--- src/rtl/chario_pkg.sv ---
package chario_pkg;
  localparam int NUM_REGS   = 5;
  localparam int OFS_RXDATA = 0;
  localparam int OFS_RXSTAT = 1;
  localparam int OFS_TXDATA = 2;
  localparam int OFS_TXSTAT = 3;
  localparam int OFS_CTRL   = 4;
  localparam int RDY_BIT    = 3;
  localparam int OVR_BIT    = 4;
  localparam int KIE_BIT    = 2;
endpackage

--- src/rtl/chario_rx_chan.sv ---
module chario_rx_chan #(
  parameter int DATA_W = 8
) (
  input  logic              clk,
  input  logic              rst_n,
  input  logic              dev_valid,
  input  logic [DATA_W-1:0] dev_data,
  output logic              dev_ready,
  input  logic              data_rd,
  input  logic              stat_rd,
  output logic [DATA_W-1:0] data_q,
  output logic              rdy_q,
  output logic              ovr_q
);
  logic accept;
  logic rdy_nxt;
  logic ovr_nxt;

  assign accept  = dev_valid & dev_ready;
  assign rdy_nxt = accept | (rdy_q & ~data_rd);
  assign ovr_nxt = (ovr_q & ~stat_rd) | (accept & rdy_q & ~data_rd);

  always_ff @(posedge clk) begin
    if (!rst_n) begin
      dev_ready <= 1'b0;
      data_q    <= '0;
      rdy_q     <= 1'b0;
      ovr_q     <= 1'b0;
    end else begin
      dev_ready <= 1'b1;
      rdy_q     <= rdy_nxt;
      ovr_q     <= ovr_nxt;
      if (accept) data_q <= dev_data;
    end
  end
endmodule

--- src/rtl/chario_tx_chan.sv ---
module chario_tx_chan #(
  parameter int DATA_W = 8
) (
  input  logic              clk,
  input  logic              rst_n,
  input  logic              wr_stb,
  input  logic [DATA_W-1:0] wr_data,
  output logic              dev_valid,
  input  logic              dev_ready,
  output logic [DATA_W-1:0] dev_data,
  output logic              rdy
);
  logic busy_q;

  assign dev_valid = busy_q;
  assign rdy       = ~busy_q;

  always_ff @(posedge clk) begin
    if (!rst_n) begin
      busy_q   <= 1'b0;
      dev_data <= '0;
    end else if (busy_q) begin
      if (dev_ready) busy_q <= 1'b0;
    end else if (wr_stb) begin
      busy_q   <= 1'b1;
      dev_data <= wr_data;
    end
  end
endmodule

--- src/rtl/chario_regfile.sv ---
module chario_regfile
  import chario_pkg::*;
#(
  parameter int DATA_W = 8,
  parameter int ADDR_W = 3
) (
  input  logic              clk,
  input  logic              rst_n,
  input  logic              bus_sel,
  input  logic              bus_wr,
  input  logic [ADDR_W-1:0] bus_addr,
  input  logic [DATA_W-1:0] bus_wdata,
  output logic [DATA_W-1:0] bus_rdata,
  output logic [NUM_REGS-1:0] rd_stb,
  output logic [NUM_REGS-1:0] wr_stb,
  input  logic [DATA_W-1:0] rx_data,
  input  logic              rx_rdy,
  input  logic              rx_ovr,
  input  logic              tx_rdy,
  output logic              kie_q
);
  logic [NUM_REGS-1:0] hit;
  logic [DATA_W-1:0]   rd_mux;
  logic [DATA_W-1:0]   rx_stat;
  logic [DATA_W-1:0]   tx_stat;
  logic [DATA_W-1:0]   ctrl_val;

  for (genvar g = 0; g < NUM_REGS; g++) begin : g_dec
    assign hit[g]    = bus_sel && (bus_addr == ADDR_W'(g));
    assign rd_stb[g] = hit[g] & ~bus_wr;
    assign wr_stb[g] = hit[g] & bus_wr;
  end

  always_comb begin
    rx_stat           = '0;
    rx_stat[RDY_BIT]  = rx_rdy;
    rx_stat[OVR_BIT]  = rx_ovr;
    tx_stat           = '0;
    tx_stat[RDY_BIT]  = tx_rdy;
    ctrl_val          = '0;
    ctrl_val[KIE_BIT] = kie_q;
  end

  always_comb begin
    rd_mux = '0;
    unique case (1'b1)
      rd_stb[OFS_RXDATA]: rd_mux = rx_data;
      rd_stb[OFS_RXSTAT]: rd_mux = rx_stat;
      rd_stb[OFS_TXSTAT]: rd_mux = tx_stat;
      rd_stb[OFS_CTRL]:   rd_mux = ctrl_val;
      default:            rd_mux = '0;
    endcase
  end

  always_ff @(posedge clk) begin
    if (!rst_n) begin
      bus_rdata <= '0;
      kie_q     <= 1'b0;
    end else begin
      bus_rdata <= rd_mux;
      if (wr_stb[OFS_CTRL]) kie_q <= bus_wdata[KIE_BIT];
    end
  end
endmodule

--- src/rtl/chario_mmio.sv ---
module chario_mmio
  import chario_pkg::*;
#(
  parameter int DATA_W = 8,
  parameter int ADDR_W = 3
) (
  input  logic              clk,
  input  logic              rst_n,
  input  logic              bus_sel,
  input  logic              bus_wr,
  input  logic [ADDR_W-1:0] bus_addr,
  input  logic [DATA_W-1:0] bus_wdata,
  output logic [DATA_W-1:0] bus_rdata,
  input  logic              kbd_valid,
  output logic              kbd_ready,
  input  logic [DATA_W-1:0] kbd_data,
  output logic              disp_valid,
  input  logic              disp_ready,
  output logic [DATA_W-1:0] disp_data,
  output logic              irq
);
  logic [NUM_REGS-1:0] rd_stb;
  logic [NUM_REGS-1:0] wr_stb;
  logic [DATA_W-1:0]   rx_data;
  logic                rx_rdy;
  logic                rx_ovr;
  logic                tx_rdy;
  logic                kbd_ie;

  chario_regfile #(.DATA_W(DATA_W), .ADDR_W(ADDR_W)) u_regs (
    .clk(clk), .rst_n(rst_n),
    .bus_sel(bus_sel), .bus_wr(bus_wr), .bus_addr(bus_addr),
    .bus_wdata(bus_wdata), .bus_rdata(bus_rdata),
    .rd_stb(rd_stb), .wr_stb(wr_stb),
    .rx_data(rx_data), .rx_rdy(rx_rdy), .rx_ovr(rx_ovr),
    .tx_rdy(tx_rdy), .kie_q(kbd_ie)
  );

  chario_rx_chan #(.DATA_W(DATA_W)) u_rx (
    .clk(clk), .rst_n(rst_n),
    .dev_valid(kbd_valid), .dev_data(kbd_data), .dev_ready(kbd_ready),
    .data_rd(rd_stb[OFS_RXDATA]), .stat_rd(rd_stb[OFS_RXSTAT]),
    .data_q(rx_data), .rdy_q(rx_rdy), .ovr_q(rx_ovr)
  );

  chario_tx_chan #(.DATA_W(DATA_W)) u_tx (
    .clk(clk), .rst_n(rst_n),
    .wr_stb(wr_stb[OFS_TXDATA]), .wr_data(bus_wdata),
    .dev_valid(disp_valid), .dev_ready(disp_ready), .dev_data(disp_data),
    .rdy(tx_rdy)
  );

  assign irq = rx_rdy & kbd_ie;
endmodule

--- config.mk ---
export PLATFORM = sky130hd
export DESIGN_NAME = chario_mmio
export DESIGN_NICKNAME = d
export VERILOG_FILES = /design/src/rtl/chario_pkg.sv /design/src/rtl/chario_rx_chan.sv /design/src/rtl/chario_tx_chan.sv /design/src/rtl/chario_regfile.sv /design/src/rtl/chario_mmio.sv
export SDC_FILE = /design/constraint.sdc
export NUM_CORES = 1
export LEC_CHECK = 0
export BUFFER_PORTS_ARGS = -buffer_cell sky130_fd_sc_hd__buf_4
export CAP_MARGIN = 15
export CORE_UTILIZATION = 51
export DETAILED_ROUTE_END_ITERATION = 7
export PLACE_DENSITY = 0.8
export SYNTH_ARGS = -nofsm -noshare
export SYNTH_HDL_FRONTEND = slang
export SYNTH_SLANG_ARGS = --single-unit
--- constraint.sdc ---
create_clock -name clk -period 1.8 [get_ports clk]
set_input_delay 0.45 -clock clk [delete_from_list [all_inputs] [get_ports clk]]
set_output_delay 0.45 -clock clk [all_outputs]
set_load 0.03 [all_outputs]
==> impl_metrics.yaml, run 1 <==
sta:
  timing.clock.skew_ns: 0.0130
  final_hold_viol_count: 0
  slew_headroom_pct: 74.1
  clock.fmax_mhz: 669
  final.period_utilization_pct: 83.0
  finalSetupTns_ns: 0
  final_max_slew_viol_count: 0
  timing.final.setup_violations: 0
  rsz0062_at_grt: "no"
  worst_pin_slew_ns: 0.388
  period_needed_ns: 1.49
clock_tree:
  post_cts_resized: 0
  postCtsHoldBufs: 0
  clock_insertion_delay_worst_skew_ns: 0.33
  cts.htree.levels: 2
  clock_sinks: 29
  numCtsBuffers: 5
  cts-root-buf: "sky130_fd_sc_hd__clkbuf_4"
  ctsLongestPathBuffers: 2
  postCtsSetupRepairBufs: 0
  clk_pin_slew_ns: 0.10
  cts_tree: "yes"
synthesis:
  ys_ff_latch: 29
  synth_enable_flop_cells: 0
  ys_warn_count: 0
  synth_seq_area_share_pct: 49.9
  synth.most_common_cell: "sky130_fd_sc_hd__nand2_1"
  syn_avg_cell_area_um2: 9.45
  syn-cell-area_um2: 1160
  post-synth-top-area-fraction_pct: 49.9
  async_flop_share_pct: 0
  synthFlopType: "sky130_fd_sc_hd__dfxtp_1"
  yosys.cell_types.count: 25
  yosys-top-cells-area: "sky130_fd_sc_hd__dfxtp_1 (50%), sky130_fd_sc_hd__nand2_1 (13%), sky130_fd_sc_hd__mux2i_1 (9.5%), sky130_fd_sc_hd__a21boi_0 (5.8%), sky130_fd_sc_hd__and2_1 (3.8%)"
  synth_largest_area_cell: "sky130_fd_sc_hd__dfxtp_1"
  ys_top_cells_by_count: "sky130_fd_sc_hd__nand2_1 (39), sky130_fd_sc_hd__dfxtp_1 (29), sky130_fd_sc_hd__mux2i_1 (11)"
  synthesis.instances: 123
  net_count_of_the_mapped_netlist: 148
finish:
  design.final.nets: 192
  finalNonFillerCells: 195
  final.fill_count: 180
  n_antenna_cell: 0
  layout-area-overhead-vs-synth_pct: 32.6
  post_route_cells_drive_above_1_share_pct: 32.7
  final_standard_cell_area_without_fillers_um2: 1540
pwr:
  comb_power_share_pct: 10.8
  total_power_w: 0.00117
  total_switching_power_w: 0.000305
  power.ir.vdd_worst_mv: 0.688
  cellPowerDensity_nw_per_um2: 760
  p_int_w: 0.000866
  share_of_total_power_in_sequential_cells_pct: 56.8
  power_switching_share_pct: 26.1
  power.share.clock_pct: 32.4
  power_leakage_nw: 0.670
routing:
  avgRoutedWirePerCell_um: 12.7
  drt-total-wl_mm: 2.48
  route.detailed.drc: 0
  route.top_layer_used: "met4"
  drtAntennaViolNets: 0
  post_drt_via_cell_ratio: 5.02
  route.met2.wl_mm: 1.27
  drt-initial-drc-count: 17
  routed-wl-met3_um: 173
  met1Wirelength_um: 978
  first_pass_iters: 4
  vias: 979
placement:
  dpl_cell_area_um2: 1490
  placedCellCount: 187
  place.gp.congestion: 0.817
  io_port_bufs: 43
  dp.final_hpwl_mm: 1.77
status:
  run_status: "finished, final reports clean"
global_routing:
  globalRouteOverflowTotal: 0
  pin_count_of_the_biggest_net_entering_global_routing: 33
  first_global_vias: 1037
  number_of_antenna_violations_at_the_first_check_in_global_routing: 0
  gr-usage-all-layers_pct: 23.8
  wire_length_of_the_first_global_routing_pass_mm: 4.26
setup_path:
  setup.reg_to_reg.worst_slack_ns: 0.68
  critical_path.max_stage_delay_ns: 0.41
  arrival_time_reported_for_the_critical_path_endpoint_ns: 1.04
  worstSetupPathType: "flop to output pin"
  critical_path.cell_chain: "and2_1, buf_4"
  critical_path.slowest_cell: "sky130_fd_sc_hd__dfxtp_1"
  endpoint_kind: "output pin"
  cp_data_required_time_ns: 1.35
  worstPathMaxFanout: 4
  crit_path_start_kind: "flop"
  critical_path.top_delay_family: "flip-flops"
  critical_path.n_buffers_inverters: 1
floorplan:
  core.rowCount: 16
  die_h_um: 49.7
  io-pin-count: 44
  coreArea_um2: 2040
  initial_utilization_pct: 56.9
  dieArea_um2: 2470
  die_w_um: 49.7
run:
  max-cap-violations: 0
worst_hold_path:
  hold_class: "input pin to flop"
metal layers:
metal	up-vias	GRT usage [%]
met1	432	23.7
met2	41	41.2
met4	0	12.9
met3	7	10.2
li1	499	-
met5	-	0
worst min-delay path, cell delays in order:
cell and delay, ns:
sky130_fd_sc_hd__buf_4 0.11, sky130_fd_sc_hd__nand2_1 0.04, sky130_fd_sc_hd__a21boi_0 0.06
through the flow:
step           hold WS, ns  worst slack, ns  util [%]
2_1_floorplan        0.430            0.440         -
3_3_place_gp         0.435            0.379      72.8
3_5_place_dp         0.447            0.324      72.8
4_1_cts              0.366            0.306      75.5
5_1_grt              0.358            0.257      75.5
6_report             0.369            0.305      75.5
path summary, 6_finish.rpt:
check,end,depth (start not counted),from
worst min register to register,u_regs.bus_rdata[6],1,u_rx.data_q[6]
worst max register to register,u_tx.dev_data[6],3,u_tx.dev_valid
worst max-delay path,irq,2,u_rx.rdy_q
worst min-delay path,u_rx.data_q[5],3,kbd_data[5]
final cells by class:
cell class                 count  area [µm²]  share of cell area [%]
timing repair buffer          44         330                    21.4
clock inverter                 3        17.5                    1.14
tap                           27        33.8                    2.19
multi-input combinational     87         542                    35.1
clock buffer                   5        37.5                    2.44
sequential                    29         581                    37.7
state kept, by name (all words and copies together) (netlist names):
name,flops
u_tx.dev_valid,1
u_rx.ovr_q,1
u_rx.data_q,8
u_rx.dev_ready,1
u_rx.rdy_q,1
u_regs.bus_rdata,8
u_regs.kie_q,1
u_tx.dev_data,8
cell usage in the layout (no fill, tap or decap), types with 2 or more instances in the layout:
cell type	instances
sky130_fd_sc_hd__buf_4	44
sky130_fd_sc_hd__nand3_1	3
sky130_fd_sc_hd__a21oi_1	3
sky130_fd_sc_hd__nor3_1	2
sky130_fd_sc_hd__a21boi_0	9
sky130_fd_sc_hd__nand2_1	39
sky130_fd_sc_hd__and2_1	7
sky130_fd_sc_hd__mux2i_1	11
sky130_fd_sc_hd__dfxtp_1	29
sky130_fd_sc_hd__clkbuf_4	5
sky130_fd_sc_hd__clkinv_2	2
cell families (layout without fill, tap and decap cells):
logic type             Yosys count  after routing  synth area share (%)
and+or+nand+nor                 60             60                  27.1
DFF                             29             29                  49.9
AOI/OAI and AO/OA               16             16                  10.0
muxes                           11             11                  9.47
buffers and inverters            7             52                  3.44
power groups by stage:
| stage | Sequential (W) | Combinational, W | Clock [W] |
|---|---|---|---|
| 2_1_floorplan | 0.000685 | 0.0000588 | 0 |
| 3_3_place_gp | 0.000679 | 0.000122 | 0 |
| 3_5_place_dp | 0.000680 | 0.000125 | 0 |
| 4_1_cts | 0.000665 | 0.000126 | 0.000389 |
| 5_1_grt | 0.000667 | 0.000138 | 0.000418 |
| 6_report | 0.000665 | 0.000126 | 0.000380 |
(Power assumes the default switching activity.)
==> inputs of run 2 (changes only) <==
--- a/config.mk
+++ b/config.mk
@@ -7,9 +7,9 @@
 export LEC_CHECK = 0
 export BUFFER_PORTS_ARGS = -buffer_cell sky130_fd_sc_hd__buf_4
 export CAP_MARGIN = 15
-export CORE_UTILIZATION = 51
+export CORE_UTILIZATION = 47
 export DETAILED_ROUTE_END_ITERATION = 7
-export PLACE_DENSITY = 0.8
+export PLACE_DENSITY = 0.74
 export SYNTH_ARGS = -nofsm -noshare
 export SYNTH_HDL_FRONTEND = slang
 export SYNTH_SLANG_ARGS = --single-unit
==> constraint.sdc (replaced) <==
create_clock -name clk -period 1.4 [get_ports clk]
set_input_delay 0.35 -clock clk [delete_from_list [all_inputs] [get_ports clk]]
set_output_delay 0.35 -clock clk [all_outputs]
set_load 0.03 [all_outputs]
==> run 2 against run 1 <==
  * Final cell count did not move
  * Flip-flop and latch count did not move
  * Sequential share of layout area fell by 0.28 points
  * Final area rose by 0.97%
  * Power rose by 29%
  * Clock skew fell by 0.0064 ns
  * Setup slack got worse by 0.23 ns
  * Critical path type unchanged
  * Critical endpoint unchanged
  * Largest cell class unchanged
  * Largest power group unchanged
  * Highest routed layer unchanged
==> impl_metrics.yaml, run 2 (synthesis results as in run 1) <==
sta:
  period_needed_ns: 1.33
  slew_headroom_pct: 76.3
  worst_pin_slew_ns: 0.355
  finalSetupTns_ns: 0
  rsz0062_at_grt: "no"
  clock.fmax_mhz: 754
  final_critical_path_setup_slack_ns: 0.0739
  final_hold_viol_count: 0
  final.period_utilization_pct: 94.7
  timing.final.setup_violations: 0
  final_max_slew_viol_count: 0
  timing.clock.skew_ns: 0.00659
setup_path:
  critical_path.max_stage_delay_ns: 0.35
  worstPathMaxFanout: 4
  worst_r2r_path_depth: 3
  crit_path_start_kind: "flop"
  critical_path.slowest_cell: "sky130_fd_sc_hd__dfxtp_2"
  endpoint_kind: "output pin"
  critical_path.top_delay_family: "flip-flops"
  critical_path.cell_chain: "and2_1, buf_4"
  critical_path.n_buffers_inverters: 1
  cp_data_required_time_ns: 1.05
  arrival_time_reported_for_the_critical_path_endpoint_ns: 0.98
  critical_path_cell_count: 2
  worstSetupPathType: "flop to output pin"
finish:
  layout.cells.most_common_list: "sky130_fd_sc_hd__buf_4 (43), sky130_fd_sc_hd__nand2_1 (39), sky130_fd_sc_hd__dfxtp_1 (28)"
  final.fill_count: 184
  finalNonFillerCells: 195
  final_core_utilization_pct: 68.4
  layout_commonest_cell: "sky130_fd_sc_hd__buf_4"
  post_route_cells_drive_above_1_share_pct: 32.3
  design.final.nets: 192
  final_standard_cell_area_without_fillers_um2: 1560
  reg_top3: "u_regs.bus_rdata (8), u_rx.data_q (8), u_tx.dev_data (8)"
  layout-area-overhead-vs-synth_pct: 33.9
  n_antenna_cell: 0
pwr:
  power.ir.vdd_worst_mv: 0.813
  comb_power_share_pct: 10.8
  share_of_total_power_in_sequential_cells_pct: 56.7
  total_switching_power_w: 0.000345
  power.share.clock_pct: 32.5
  power_leakage_nw: 0.674
  p_int_w: 0.00116
  power_switching_share_pct: 22.9
  cellPowerDensity_nw_per_um2: 968
routing:
  avgRoutedWirePerCell_um: 11.4
  route.detailed.drc: 0
  drtAntennaViolNets: 0
  drt-total-wl_mm: 2.23
  first_pass_iters: 4
  post_drt_via_cell_ratio: 4.92
  vias: 960
  drt-initial-drc-count: 17
clock_tree:
  clk_pin_slew_ns: 0.08
  postCtsHoldBufs: 0
  cts_tree: "yes"
  clock_insertion_delay_worst_skew_ns: 0.31
  postCtsSetupRepairBufs: 0
  cts-root-buf: "sky130_fd_sc_hd__clkbuf_4"
  post_cts_resized: 0
  ctsLongestPathBuffers: 2
  cts.htree.levels: 2
  numCtsBuffers: 5
  clock_sinks: 29
floorplan:
  core.rowCount: 17
  initial_utilization_pct: 51.1
  coreArea_um2: 2280
  die_h_um: 51.7
  io-pin-count: 44
  die_w_um: 51.7
  dieArea_um2: 2680
placement:
  place.gp.congestion: 0.798
  io_port_bufs: 43
  placedCellCount: 188
  dpl_worst_slack_ns: 0.0200
  dp.final_hpwl_mm: 1.63
  dpl_cell_area_um2: 1500
worst_hold_path:
  hold_class: "input pin to flop"
  worstHoldPathCells: 3
global_routing:
  first_global_vias: 925
  number_of_antenna_violations_at_the_first_check_in_global_routing: 0
  wire_length_of_the_first_global_routing_pass_mm: 3.86
  gr-usage-all-layers_pct: 19.7
  globalRouteOverflowTotal: 0
  pin_count_of_the_biggest_net_entering_global_routing: 33
run:
  max-cap-violations: 0
status:
  run_status: "finished, final reports clean"
run 2: changes by cell type in the layout (fill, tap and decap cells not counted), sizes merged:
cell / delta
clkbuf: +2
clkinv: -2
clkinvlp: -1
run 2: area by class of cell:
| class | count | area [µm²] | share of cell area [%] |
|---|---|---|---|
| Sequential cell | 29 | 582 | 37.4 |
| Multi-Input combinational cell | 87 | 542 | 34.8 |
| Timing Repair Buffer | 44 | 343 | 22.0 |
| Clock buffer | 7 | 55.1 | 3.54 |
| Tap cell | 28 | 35.0 | 2.25 |
run 2: per-layer routing:
metal / vias to the layer above / routed length (µm) / GRT usage [%]
met5: - / 0 / 0
met4: 0 / 20 / 6.76
met3: 4 / 134 / 7.02
met2: 31 / 1060 / 33.8
met1: 424 / 1020 / 22.3
li1: 501 / - / -
run 2: power by group through the flow:
| stage | clock network, W | logic [W] | registers, W |
|---|---|---|---|
| 6_report | 0.000490 | 0.000163 | 0.000854 |
| 5_1_grt | 0.000545 | 0.000179 | 0.000858 |
| 4_1_cts | 0.000508 | 0.000164 | 0.000854 |
| 3_5_place_dp | 0 | 0.000164 | 0.000874 |
| 3_3_place_gp | 0 | 0.000159 | 0.000873 |
| 2_1_floorplan | 0 | 0.0000756 | 0.000881 |
run 2: through the flow:
| step | total power (W) | hold WS (ns) |
|---|---|---|
| after floorplan | 0.000957 | 0.378 |
| after global placement | 0.00103 | 0.435 |
| after detailed placement | 0.00104 | 0.441 |
| after CTS | 0.00153 | 0.285 |
| after global routing | 0.00158 | 0.283 |
| final | 0.00151 | 0.292 |
run 2: worst paths after layout:
path | from | endpoint | slack, ns
setup / recovery | u_rx.rdy_q | irq | 0.07
hold / removal | kbd_data[1] | u_rx.data_q[1] | 0.29
setup reg to reg | u_tx.dev_valid | u_tx.dev_data[7] | 0.29
hold reg to reg | u_rx.data_q[7] | u_regs.bus_rdata[7] | 0.46
run 2: worst register-to-register path, cell delays in order, from the launching register on:
cell,delay (ns)
sky130_fd_sc_hd__dfxtp_1,0.36
sky130_fd_sc_hd__nor4_4,0.32
sky130_fd_sc_hd__buf_12,0.17
sky130_fd_sc_hd__mux2i_1,0.19
==> inputs of run 3 (changes only) <==
==> constraint.sdc (replaced) <==
create_clock -name clk -period 1.5 [get_ports clk]
set_input_delay 0.375 -clock clk [delete_from_list [all_inputs] [get_ports clk]]
set_output_delay 0.375 -clock clk [all_outputs]
set_load 0.03 [all_outputs]
==> run 3 against run 2 <==
  * Setup slack better by 0.026 ns
  * Non-clock buffer count stayed put
  * First-iteration DRC count is 18% lower
  * Power is 7.9% lower
  * Die area stayed put
  * Wire length is 0.90% lower
  * Critical endpoint unchanged
==> impl_metrics.yaml, run 3 (synthesis results as in run 1) <==
floorplan:
  core.rowCount: 17
  coreArea_um2: 2280
  dieArea_um2: 2680
  die_w_um: 51.7
  initial_utilization_pct: 51.1
  die_h_um: 51.7
  io-pin-count: 44
routing:
  first_pass_iters: 4
  vias: 972
  avgRoutedWirePerCell_um: 11.3
  post_drt_via_cell_ratio: 4.96
  drt-total-wl_mm: 2.21
  route.detailed.drc: 0
  drtAntennaViolNets: 0
  drt-initial-drc-count: 14
clock_tree:
  cts_tree: "yes"
  clock_sinks: 29
  cts.htree.levels: 2
  ctsLongestPathBuffers: 2
  cts-root-buf: "sky130_fd_sc_hd__clkbuf_4"
  postCtsHoldBufs: 0
  clk_pin_slew_ns: 0.09
  numCtsBuffers: 5
  postCtsSetupRepairBufs: 0
  clock_insertion_delay_worst_skew_ns: 0.32
  post_cts_resized: 0
status:
  run_status: "finished, final reports clean"
setup_path:
  arrival_time_reported_for_the_critical_path_endpoint_ns: 1.02
  endpoint_kind: "output pin"
  critical_path.max_stage_delay_ns: 0.40
  cp_data_required_time_ns: 1.12
  worstSetupPathType: "flop to output pin"
  crit_path_start_kind: "flop"
  critical_path.n_buffers_inverters: 1
  critical_path.slowest_cell: "sky130_fd_sc_hd__dfxtp_1"
  worstPathMaxFanout: 4
  critical_path.cell_chain: "and2_1, buf_4"
  critical_path.top_delay_family: "flip-flops"
sta:
  rsz0062_at_grt: "no"
  worst_pin_slew_ns: 0.418
  finalHoldWorstSlack_ns: 0.304
  final_max_slew_viol_count: 0
  period_needed_ns: 1.40
  slew_headroom_pct: 72.1
  final.period_utilization_pct: 93.3
  finalSetupTns_ns: 0
  clock.fmax_mhz: 714
  timing.final.setup_violations: 0
  timing.clock.skew_ns: 0.00966
  final_hold_viol_count: 0
  final_critical_path_setup_slack_ns: 0.100
pwr:
  power.share.clock_pct: 31.7
  power.ir.vdd_worst_mv: 0.632
  share_of_total_power_in_sequential_cells_pct: 57.4
  power_switching_share_pct: 25.0
  cellPowerDensity_nw_per_um2: 895
  comb_power_share_pct: 10.9
  p_int_w: 0.00104
  total_switching_power_w: 0.000347
  power_leakage_nw: 0.674
placement:
  dp.final_hpwl_mm: 1.63
  dpl_worst_slack_ns: 0.107
  place.gp.congestion: 0.778
  placedCellCount: 188
  io_port_bufs: 43
global_routing:
  gr-usage-all-layers_pct: 18.1
  globalRouteOverflowTotal: 0
  wire_length_of_the_first_global_routing_pass_mm: 3.54
  pin_count_of_the_biggest_net_entering_global_routing: 33
  number_of_antenna_violations_at_the_first_check_in_global_routing: 0
  first_global_vias: 884
finish:
  finalNonFillerCells: 196
  post_route_cells_drive_above_1_share_pct: 32.1
  final.fill_count: 194
  layout-area-overhead-vs-synth_pct: 33.5
  reg_top3: "u_regs.bus_rdata (8), u_rx.data_q (8), u_tx.dev_data (8)"
  layout.cells.most_common_list: "sky130_fd_sc_hd__buf_4 (43), sky130_fd_sc_hd__nand2_1 (39), sky130_fd_sc_hd__dfxtp_1 (29)"
  design.final.nets: 192
  layout_commonest_cell: "sky130_fd_sc_hd__buf_4"
  n_antenna_cell: 0
  final_core_utilization_pct: 68.2
run:
  max-cap-violations: 0
worst_hold_path:
  hold_class: "input pin to flop"
## run 3: changes by cell type in the layout (fill, tap and decap cells not counted), sizes merged
cell / delta
clkbuf: -1
clkinv: +2
## run 3: worst reg2reg max path, stage by stage (launching register included)
cell	delay, ns
sky130_fd_sc_hd__dfxtp_1	0.37
sky130_fd_sc_hd__nor4_4	0.32
sky130_fd_sc_hd__buf_12	0.17
sky130_fd_sc_hd__mux2i_1	0.18
## run 3: path summary, 6_finish.rpt
check	to	from	slack (ns)	cells past startpoint
setup reg to reg	u_tx.dev_data[4]	u_tx.dev_valid	0.39	3
setup / recovery	irq	u_rx.rdy_q	0.10	2
hold reg to reg	u_regs.bus_rdata[6]	u_rx.data_q[6]	0.45	1
hold / removal	u_tx.dev_data[3]	bus_wdata[3]	0.30	3
## run 3: metal layers
metal	GRT usage, %	share of wire, %
met1	19.7	41
met2	30.5	50
met3	8.48	7.5
met4	6.76	0.95
met5	0	0
## run 3: area by class of cell
class                           instances  area (µm²)  share of cell area [%]
Multi-Input combinational cell         87         542                    34.9
Clock inverter                          2        10.0                   0.645
Sequential cell                        29         581                    37.4
Timing Repair Buffer                   44         343                    22.1
Tap cell                               28        35.0                    2.26
Clock buffer                            6        41.3                    2.66
## run 3: per-stage QoR
step                      power, W  cell area (µm²)
after detailed placement  0.000967             1500
after global routing       0.00146             1550
after global placement    0.000963             1500
after CTS                  0.00140             1550
final                      0.00139             1550
after floorplan           0.000893             1160
## run 3: power by group through the flow
stage               Combinational [W]  Clock, W  Sequential [W]
floorplan                   0.0000706         0        0.000822
global route                 0.000165  0.000494        0.000800
global placement             0.000148         0        0.000814
detailed placement           0.000152         0        0.000815
finish                       0.000151  0.000440        0.000797
CTS                          0.000152  0.000455        0.000798
